### config.mk
export PLATFORM = sky130hd
export DESIGN_NAME = ctl_word_parser
export DESIGN_NICKNAME = d
export VERILOG_FILES = /design/src/rtl/ctlp_pkg.sv /design/src/rtl/ctlp_decode.sv /design/src/rtl/ctlp_sop_gap.sv /design/src/rtl/ctlp_track.sv /design/src/rtl/ctl_word_parser.sv
export SDC_FILE = /design/constraint.sdc
export NUM_CORES = 1
export LEC_CHECK = 0
export BUFFER_PORTS_ARGS = -buffer_cell sky130_fd_sc_hd__buf_2
export CELL_PAD_IN_SITES_DETAIL_PLACEMENT = 1
export CELL_PAD_IN_SITES_GLOBAL_PLACEMENT = 2
export CORE_ASPECT_RATIO = 0.9
export CORE_MARGIN = 5
export CORE_UTILIZATION = 30
export CTS_CLUSTER_DIAMETER = 50
export CTS_CLUSTER_SIZE = 8
export DETAILED_ROUTE_END_ITERATION = 6
export PLACE_DENSITY_LB_ADDON = 0.1
export SLEW_MARGIN = 10
export SYNTH_ARGS = -nofsm -noshare
export SYNTH_HDL_FRONTEND = slang
export SYNTH_SLANG_ARGS = --single-unit
### constraint.sdc
create_clock -name clk -period 1.9 [get_ports clk]
set_input_delay 0.095 -clock clk [delete_from_list [all_inputs] [get_ports clk]]
set_output_delay 0.095 -clock clk [all_outputs]
set_load 0.01 [all_outputs]
### src/rtl/ctlp_pkg.sv
package ctlp_pkg;

   typedef enum logic [2:0] {
      KIND_IDLE  = 3'd0,
      KIND_TRAIN = 3'd1,
      KIND_SOPW  = 3'd2,
      KIND_CONTW = 3'd3,
      KIND_DATA  = 3'd4,
      KIND_ENDW  = 3'd5,
      KIND_BAD   = 3'd6
   } kind_e;

   typedef enum logic [1:0] {
      ST_NONE  = 2'd0,
      ST_ABORT = 2'd1,
      ST_EOP2  = 2'd2,
      ST_EOP1  = 2'd3
   } end_st_e;

endpackage

### src/rtl/ctlp_decode.sv
module ctlp_decode
   import ctlp_pkg::*;
#(
   parameter int WORD_W   = 16,
   parameter int PORT_W   = 8,
   parameter int PORT_LSB = 4
) (
   input  logic [WORD_W-1:0] word,
   input  logic              is_ctl,
   output kind_e             kind,
   output end_st_e           status,
   output logic [PORT_W-1:0] new_port
);
   localparam int PAY_BIT = WORD_W - 1;
   localparam int ST_HI   = WORD_W - 2;
   localparam int ST_LO   = WORD_W - 3;
   localparam int SOP_BIT = WORD_W - 4;
   localparam int LOW_W   = WORD_W - 4;

   logic pay_bit, sop_bit, low_ones;
   logic [1:0] st_raw;

   always_comb begin
      pay_bit  = word[PAY_BIT];
      sop_bit  = word[SOP_BIT];
      st_raw   = word[ST_HI:ST_LO];
      low_ones = &word[LOW_W-1:0];
      status   = end_st_e'(st_raw);
      new_port = word[PORT_LSB +: PORT_W];
      if (!is_ctl)                kind = KIND_DATA;
      else if (pay_bit)           kind = sop_bit ? KIND_SOPW : KIND_CONTW;
      else if (sop_bit)           kind = KIND_BAD;
      else if (st_raw != 2'b00)   kind = KIND_ENDW;
      else if (low_ones)          kind = KIND_TRAIN;
      else                        kind = KIND_IDLE;
   end

endmodule

### src/rtl/ctlp_sop_gap.sv
module ctlp_sop_gap #(
   parameter int MIN_SOP_GAP = 8
) (
   input  logic clk,
   input  logic rst_n,
   input  logic sop_now,
   output logic too_close
);
   localparam int CNT_W = $clog2(MIN_SOP_GAP + 1);
   localparam logic [CNT_W-1:0] SAT = CNT_W'(MIN_SOP_GAP);

   logic [CNT_W-1:0] dist_q;

   assign too_close = sop_now && (dist_q < SAT);

   always_ff @(posedge clk or negedge rst_n) begin
      if (!rst_n)             dist_q <= SAT;
      else if (sop_now)       dist_q <= CNT_W'(1);
      else if (dist_q < SAT)  dist_q <= dist_q + CNT_W'(1);
   end

endmodule

### src/rtl/ctlp_track.sv
module ctlp_track
   import ctlp_pkg::*;
#(
   parameter int PORT_W = 8
) (
   input  logic              clk,
   input  logic              rst_n,
   input  logic              valid,
   input  kind_e             kind,
   input  end_st_e           status,
   input  logic [PORT_W-1:0] new_port,
   input  logic              too_close,
   output logic              t_valid,
   output kind_e             t_kind,
   output logic [PORT_W-1:0] t_port,
   output logic              t_sop,
   output logic              t_eop,
   output logic              t_abort,
   output logic              t_one,
   output logic [PORT_W-1:0] t_end_port,
   output logic              t_payload,
   output logic              t_viol
);
   logic [PORT_W-1:0] port_q, port_d;
   logic open_q, open_d, pend_q, pend_d;
   logic is_pay, is_ctl;

   always_comb begin
      is_pay = (kind == KIND_SOPW) || (kind == KIND_CONTW);
      is_ctl = (kind != KIND_DATA);
      port_d = (valid && is_pay) ? new_port : port_q;
      open_d = open_q;
      pend_d = pend_q;
      if (valid) begin
         if (is_ctl) begin
            open_d = is_pay;
            pend_d = (kind == KIND_SOPW);
         end else begin
            pend_d = 1'b0;
         end
      end
      t_valid    = valid;
      t_kind     = valid ? kind : KIND_IDLE;
      t_port     = port_d;
      t_end_port = port_q;
      t_sop      = valid && !is_ctl && pend_q;
      t_eop      = valid && is_ctl && (status != ST_NONE);
      t_abort    = valid && is_ctl && (status == ST_ABORT);
      t_one      = valid && is_ctl && (status == ST_EOP1);
      t_payload  = valid && is_pay;
      t_viol     = valid && (((kind == KIND_SOPW) && too_close) ||
                             ((kind == KIND_DATA) && !open_q) ||
                             (kind == KIND_BAD));
   end

   always_ff @(posedge clk or negedge rst_n) begin
      if (!rst_n) begin
         port_q <= '0;
         open_q <= 1'b0;
         pend_q <= 1'b0;
      end else begin
         port_q <= port_d;
         open_q <= open_d;
         pend_q <= pend_d;
      end
   end

endmodule

### src/rtl/ctl_word_parser.sv
module ctl_word_parser
   import ctlp_pkg::*;
#(
   parameter int WORD_W      = 16,
   parameter int PORT_W      = 8,
   parameter int PORT_LSB    = 4,
   parameter int MIN_SOP_GAP = 8,
   parameter bit OUT_REG     = 1'b1
) (
   input  logic              clk,
   input  logic              rst_n,
   input  logic              in_valid,
   input  logic              in_ctl,
   input  logic [WORD_W-1:0] in_word,
   output logic              o_valid,
   output logic [2:0]        o_kind,
   output logic [PORT_W-1:0] o_port,
   output logic              o_sop,
   output logic              o_eop,
   output logic              o_abort,
   output logic              o_one_byte,
   output logic [PORT_W-1:0] o_end_port,
   output logic              o_payload,
   output logic              o_viol
);
   if (WORD_W < 8) begin : g_chk_word
      $error("WORD_W must be at least 8");
   end
   if (PORT_LSB + PORT_W > WORD_W - 4) begin : g_chk_port
      $error("port field overlaps the type bits");
   end
   if (MIN_SOP_GAP < 1) begin : g_chk_gap
      $error("MIN_SOP_GAP must be at least 1");
   end

   kind_e             dec_kind, t_kind;
   end_st_e           dec_st;
   logic [PORT_W-1:0] dec_port, t_port, t_end_port;
   logic              too_close, t_valid, t_sop, t_eop, t_abort, t_one, t_payload, t_viol;

   ctlp_decode #(.WORD_W(WORD_W), .PORT_W(PORT_W), .PORT_LSB(PORT_LSB)) i_decode (
      .word(in_word), .is_ctl(in_ctl), .kind(dec_kind), .status(dec_st), .new_port(dec_port)
   );

   ctlp_sop_gap #(.MIN_SOP_GAP(MIN_SOP_GAP)) i_gap (
      .clk(clk), .rst_n(rst_n),
      .sop_now(in_valid && (dec_kind == KIND_SOPW)),
      .too_close(too_close)
   );

   ctlp_track #(.PORT_W(PORT_W)) i_track (
      .clk(clk), .rst_n(rst_n), .valid(in_valid), .kind(dec_kind), .status(dec_st),
      .new_port(dec_port), .too_close(too_close),
      .t_valid(t_valid), .t_kind(t_kind), .t_port(t_port), .t_sop(t_sop), .t_eop(t_eop),
      .t_abort(t_abort), .t_one(t_one), .t_end_port(t_end_port), .t_payload(t_payload),
      .t_viol(t_viol)
   );

   if (OUT_REG) begin : g_out_reg
      always_ff @(posedge clk or negedge rst_n) begin
         if (!rst_n) begin
            o_valid    <= 1'b0;
            o_kind     <= 3'd0;
            o_port     <= '0;
            o_sop      <= 1'b0;
            o_eop      <= 1'b0;
            o_abort    <= 1'b0;
            o_one_byte <= 1'b0;
            o_end_port <= '0;
            o_payload  <= 1'b0;
            o_viol     <= 1'b0;
         end else begin
            o_valid    <= t_valid;
            o_kind     <= t_kind;
            o_port     <= t_port;
            o_sop      <= t_sop;
            o_eop      <= t_eop;
            o_abort    <= t_abort;
            o_one_byte <= t_one;
            o_end_port <= t_end_port;
            o_payload  <= t_payload;
            o_viol     <= t_viol;
         end
      end
   end else begin : g_out_comb
      always_comb begin
         o_valid    = t_valid;
         o_kind     = t_kind;
         o_port     = t_port;
         o_sop      = t_sop;
         o_eop      = t_eop;
         o_abort    = t_abort;
         o_one_byte = t_one;
         o_end_port = t_end_port;
         o_payload  = t_payload;
         o_viol     = t_viol;
      end
   end

endmodule

# Word-level counts from Yosys, hierarchy flattened
# Cells that the tools add are included.
[op_classes] reduce_logical=21 mux=10 eq_ne=7 order_cmp=1 n_addsub=1
[op_table] op="$mux 3" count=5
[op_table] op="$logic_and 1x1->1" count=12
[op_table] op="$reduce_and 12->1" count=1
[op_table] op="$mux 4" count=2
[op_table] op="$eq 3x2->1 const B" count=2
[op_table] op="$eq 3x3->1 const B" count=2
[op_table] op="$add 4x1->4 const B" count=1
[op_table] op="$lt 4x4->1 const B" count=1
[op_table] op="$reduce_bool 2->1" count=2
[op_table] op="$logic_or 1x1->1" count=3
[op_table] op="$mux 1" count=3
[op_table] op="$ne 3x3->1 const B" count=1
[op_table] op="$eq 2x1->1 const B" count=1
[op_table] op="$eq 2x2->1 const B" count=1
[op_table] op="$logic_not 1->1" count=2
[op_table] op="$reduce_and 2->1" count=1
[totals] out_inout_bits=26 regBits=32 input_bits=20 elab_cells=53

# Longest topological paths before layout
[logic_depth] depth_word=13 mapped_depth=5 mapped_depth_nobuf=4

# Hierarchy
# From an unflattened synthesis, not the netlist that was laid out.
[hier_totals] cells_unflattened=101 hier_area_um2=1517.7
[by_module_without_submodules] mod="ctl_word_parser" cells_per_inst=27 instances=1 area_per_inst_um2=663.1 seq_area_each_um2=650.6
[by_module_without_submodules] mod="ctlp_track" cells_per_inst=39 instances=1 area_per_inst_um2=526.8 seq_area_each_um2=250.2
[by_module_without_submodules] mod="ctlp_sop_gap" cells_per_inst=16 instances=1 area_per_inst_um2=195.2 seq_area_each_um2=101.3
[by_module_without_submodules] mod="ctlp_decode" cells_per_inst=19 instances=1 area_per_inst_um2=132.6 seq_area_each_um2=0.0

# Worst setup path before layout
# Ideal clock, no wire load.
[synth_path] kind="register to register" startpoint="reg i_gap.dist_q[0]" endpoint="reg i_gap.dist_q[2]" t_required_ns=1.781 arrival_ns=0.857 setup_ns=0.119 path_stages_with_launch=5 n_path_buf=0 period_less_slack_ns=0.976 slack_ns=0.924 path_cell_list="dfrtp_1 -> ha_1 -> nor2b_1 -> xnor2_1 -> nor2_1"
[synth_between] elab_chain_cells=3 word_cells_on_any_way=5 cone_classes="add/sub (1); order compare (1); mux (2); reduce/logical (1)"
[synth_rtl] element="start, declared" line="ctlp_sop_gap.sv:12" rtl="logic [CNT_W-1:0] dist_q;"
[synth_rtl] element="start signal, assigned" line="ctlp_sop_gap.sv:19" rtl="else if (dist_q < SAT) dist_q <= dist_q + CNT_W'(1);"
[synth_rtl] element="$add 4x1->4" line="ctlp_sop_gap.sv:19"
[synth_rtl] element="$mux 4" line="ctlp_sop_gap.sv:19"
[synth_rtl] element="$mux 4" line="ctlp_sop_gap.sv:18" rtl="else if (sop_now) dist_q <= CNT_W'(1);"
# Parallel ways exist; a longest one is shown, timed or not. The select of a mux whose other input is x is not followed.
# A chain may end at the register's enable or synchronous reset.

# Final worst setup path
[layout_path] startpoint="in in_valid" endpoint="reg i_gap.dist_q[2]"
[layout_between] elab_chain_cells=2 word_cells_on_any_way=3 cone_classes="mux (1); reduce/logical (2)"
[layout_rtl] element="start, declared" line="ctl_word_parser.sv:12" rtl="input logic in_valid,"
[layout_rtl] element="$logic_and 1x1->1 (*)" line="ctl_word_parser.sv:47" rtl=".sop_now(in_valid && (dec_kind == KIND_SOPW)),"
[layout_rtl] element="$mux 4 or $reduce_bool 2->1 (tied branches)"
# Mark *: on every way between the ends. The rest lies on a longest branch, timed or not.

==> results.yml <==
cells_and_area:
  area_delta_synth_final_pct: 35.4
  drive_above_1_share_pct: 39.3
  final_nets: 170
  diodes: 0
  finish.utilization_pct: 41.9
  seq_area_um2: 802
  multi_input_area_um2: 317
  nFillCells: 432
global_route:
  grt-ovfl-total: 0
  antenna_found_initial: 0
  grtUsageTotal_pct: 12.0
  grt_max_degree: 33
  grt_pass1_wl_mm: 4.47
  grt_pass1_vias: 911
logic_synthesis:
  synth_cells: 96
  synth_nets: 117
  ys_seq_elements: 32
  postSynthAreaPerCell_um2: 11.8
  synth.distinct_cells: 24
  ys_warn_count: 0
  ys_seq_area_share_pct: 70.5
  synthesis.area_mm2: 0.00114
sta:
  setup-violations-final: 0
  fin_worst_skew_ns: 0.00442
  rsz0062_at_grt: "no"
  relSlewSlack_pct: 52.9
  hold_violations: 0
  totalNegativeSetupSlack_ns: 0
  fmaxAchievable_mhz: 758
  worst_slew_pin_slew_ns: 0.706
  fin_crit_ns: 1.32
  finalCritPeriodShare_pct: 69.4
  report.final.slew_viol_count: 0
placement:
  dp.final_hpwl_mm: 2.02
  gp_congestion: 0.709
  portBuffers: 45
worst_setup_path:
  worstPathRequired_ns: 2.08
  r2r-start: "i_gap.dist_q[0]"
  reg2reg_setup_slack_ns: 0.82
  r2r-end: "i_gap.dist_q[2]"
  startpoint_type: "primary input"
  crit_start: "in_valid"
  path_max_fanout: 11
  crit_end: "i_gap.dist_q[2]"
  critical_path_class: "primary input to register"
  cp_cell_sequence: "dlygate4sd3_1 -> buf_2 -> nand3_2 -> inv_2 -> and2_2 -> nor2_1"
  end_kind: "register"
  r2r.worst_path.cells: 4
  arrival_ns: 1.50
  cpPeakStageDelay_ns: 0.52
  crit_path_top_delay_cell: "dlygate4sd3_1"
detailed_routing:
  dr.pass1.iters: 4
  ant_nets: 0
  via_count: 861
  avgViaCountPerCell: 4.39
  drt_iter0_markers: 36
  routed_wl_mm: 2.73
  wl_per_cell_um: 13.9
  drc: 0
clocking:
  root_buffer: "clkbuf_8"
  htreeDepth: 2
  cts_setup_buffers: 0
  ctsResizeCount: 0
  clock_path_buffers: 2
  numCtsBuffers: 5
  clk_latency_ns: 0.28
  cts_sinks: 32
  cts_tree: "yes"
  clkTransAtPathRegs_ns: 0.07
  postCtsHoldBufs: 2
die:
  core-area_mm2: 0.00368
  die_w_um: 74.9
  num_rows: 21
  fp.dieArea_mm2: 0.00512
  ios: 46
  die_y_um: 68.4
  start_util_pct: 30.9
power_and_ir_drop:
  ir_worst_vdd_mv: 0.463
  power_density_mw_per_mm2: 1190
  p_leak_nw: 0.829
worst_hold_path:
  min_path_type: "primary input to register"
  hold_depth: 3
flow_run:
  drv_cap: 0
run_status:
  status: "complete, no violations"
==> worst max-delay path, delay by kind of cell <==
family	cells	cell delay (ns)
simple gates	3	0.47
buf+inv	3	0.93
==> layout by cell type (no fill, tap or decap), drive strengths merged <==
cell	netlist	final
xor2	1	1
nand2	30	30
xnor2	1	1
clkinv	0	1
nor3b	2	2
nor3	3	3
a31oi	2	2
o31a	1	1
bufinv	0	1
clkinvlp	0	1
and2	2	2
and4	1	1
mux2i	1	1
dfrtp	31	31
o21ai	2	2
nand3	1	1
inv	2	2
clkbuf	0	5
nand4	3	3
dlygate4sd3	0	2
buf	1	45
nor2b	2	2
nor2	8	8
dfstp	1	1
ha	1	1
==> per-stage QoR <==
step | worst slack (ns) | hold slack (ns) | total power, W | std cells | area, µm²
6_report | 0.581 | 0.0279 | 0.00183 | 196 | 1540
5_1_grt | 0.457 | 0.0309 | 0.00196 | 196 | 1540
4_1_cts | 0.540 | 0.0192 | 0.00186 | 196 | 1540
3_5_place_dp | 0.794 | 0.196 | 0.00120 | 186 | 1410
3_3_place_gp | 0.840 | 0.189 | 0.00119 | 186 | 1410
2_1_floorplan | 0.924 | -0.201 | 0.00104 | 96 | 1140
==> sequential cells by signal, summed over array words and instances, names as in the netlist <==
signal and flops:
i_track.t_end_port 8, o_end_port 8, i_gap.dist_q 4, o_kind 3, i_track.open_q 1, i_track.pend_q 1
o_abort 1, o_eop 1, o_one_byte 1, o_payload 1, o_sop 1, o_valid 1
o_viol 1
==> power breakdown <==
part           switching, W  internal [W]  leakage (nW)
Sequential        0.0000785      0.000802         0.403
Combinational      0.000162      0.000139         0.372
Clock              0.000258      0.000388        0.0541
==> layer usage <==
layer / global-route usage (%) / wire, µm
met2: 17.5 / 1300
met5: 0 / 0
met4: 6.00 / 41
met1: 15.3 / 1200
met3: 4.70 / 185
==> synth_stat cells <==
library cell	instances	share of area [%]
dfrtp_1	31	68
nand2_1	29	9.6
nor2_1	8	2.6
nand4_1	3	1.7
nor3_1	3	1.3
a31oi_1	2	1.1
nor2b_1	2	1.1
nor3b_1	2	1.3
and2_1	1	0.55
and2_2	1	0.66
and4_2	1	0.88
buf_6	1	0.99
dfstp_2	1	2.3
ha_1	1	1.1
inv_1	1	0.33
inv_2	1	0.33
mux2i_1	1	0.88
nand2_4	1	0.99
nand3_2	1	0.88
o21ai_0	1	0.44
o21ai_1	1	0.44
o31a_1	1	0.77
xnor2_1	1	0.77
xor2_1	1	0.77
==> cell type report <==
type / count / share of cell area, %
Sequential cell: 32 / 52.1
Multi-Input combinational cell: 61 / 20.6
Timing Repair Buffer: 47 / 15.9
Clock buffer: 5 / 4.47
Tap cell: 46 / 3.74
Clock inverter: 3 / 2.76
Inverter: 2 / 0.487
==> kinds of logic (layout without fill, tap and decap cells) <==
kind of cell	after synthesis	in the layout	share of synthesized area, %
XOR/XNOR	2	2	1.54
buffers and inverters	3	57	1.65
adder cells (fa/ha/maj)	1	1	1.10
flip-flops	32	32	70.5
multiplexers	1	1	0.880
AO/OA/AOI/OAI	5	5	2.75
AND/OR/NAND/NOR	52	52	21.6
==> worst min-delay path by stage <==
stage,startpoint,to
2_1_floorplan,rst_n,i_gap.dist_q[0]
3_3_place_gp,rst_n,i_track.pend_q
3_5_place_dp,rst_n,o_viol
4_1_cts,in_word[5],i_track.t_end_port[1]
5_1_grt,in_word[14],o_abort
6_report,in_word[5],i_track.t_end_port[1]
Power figures use the tool's default switching activity.
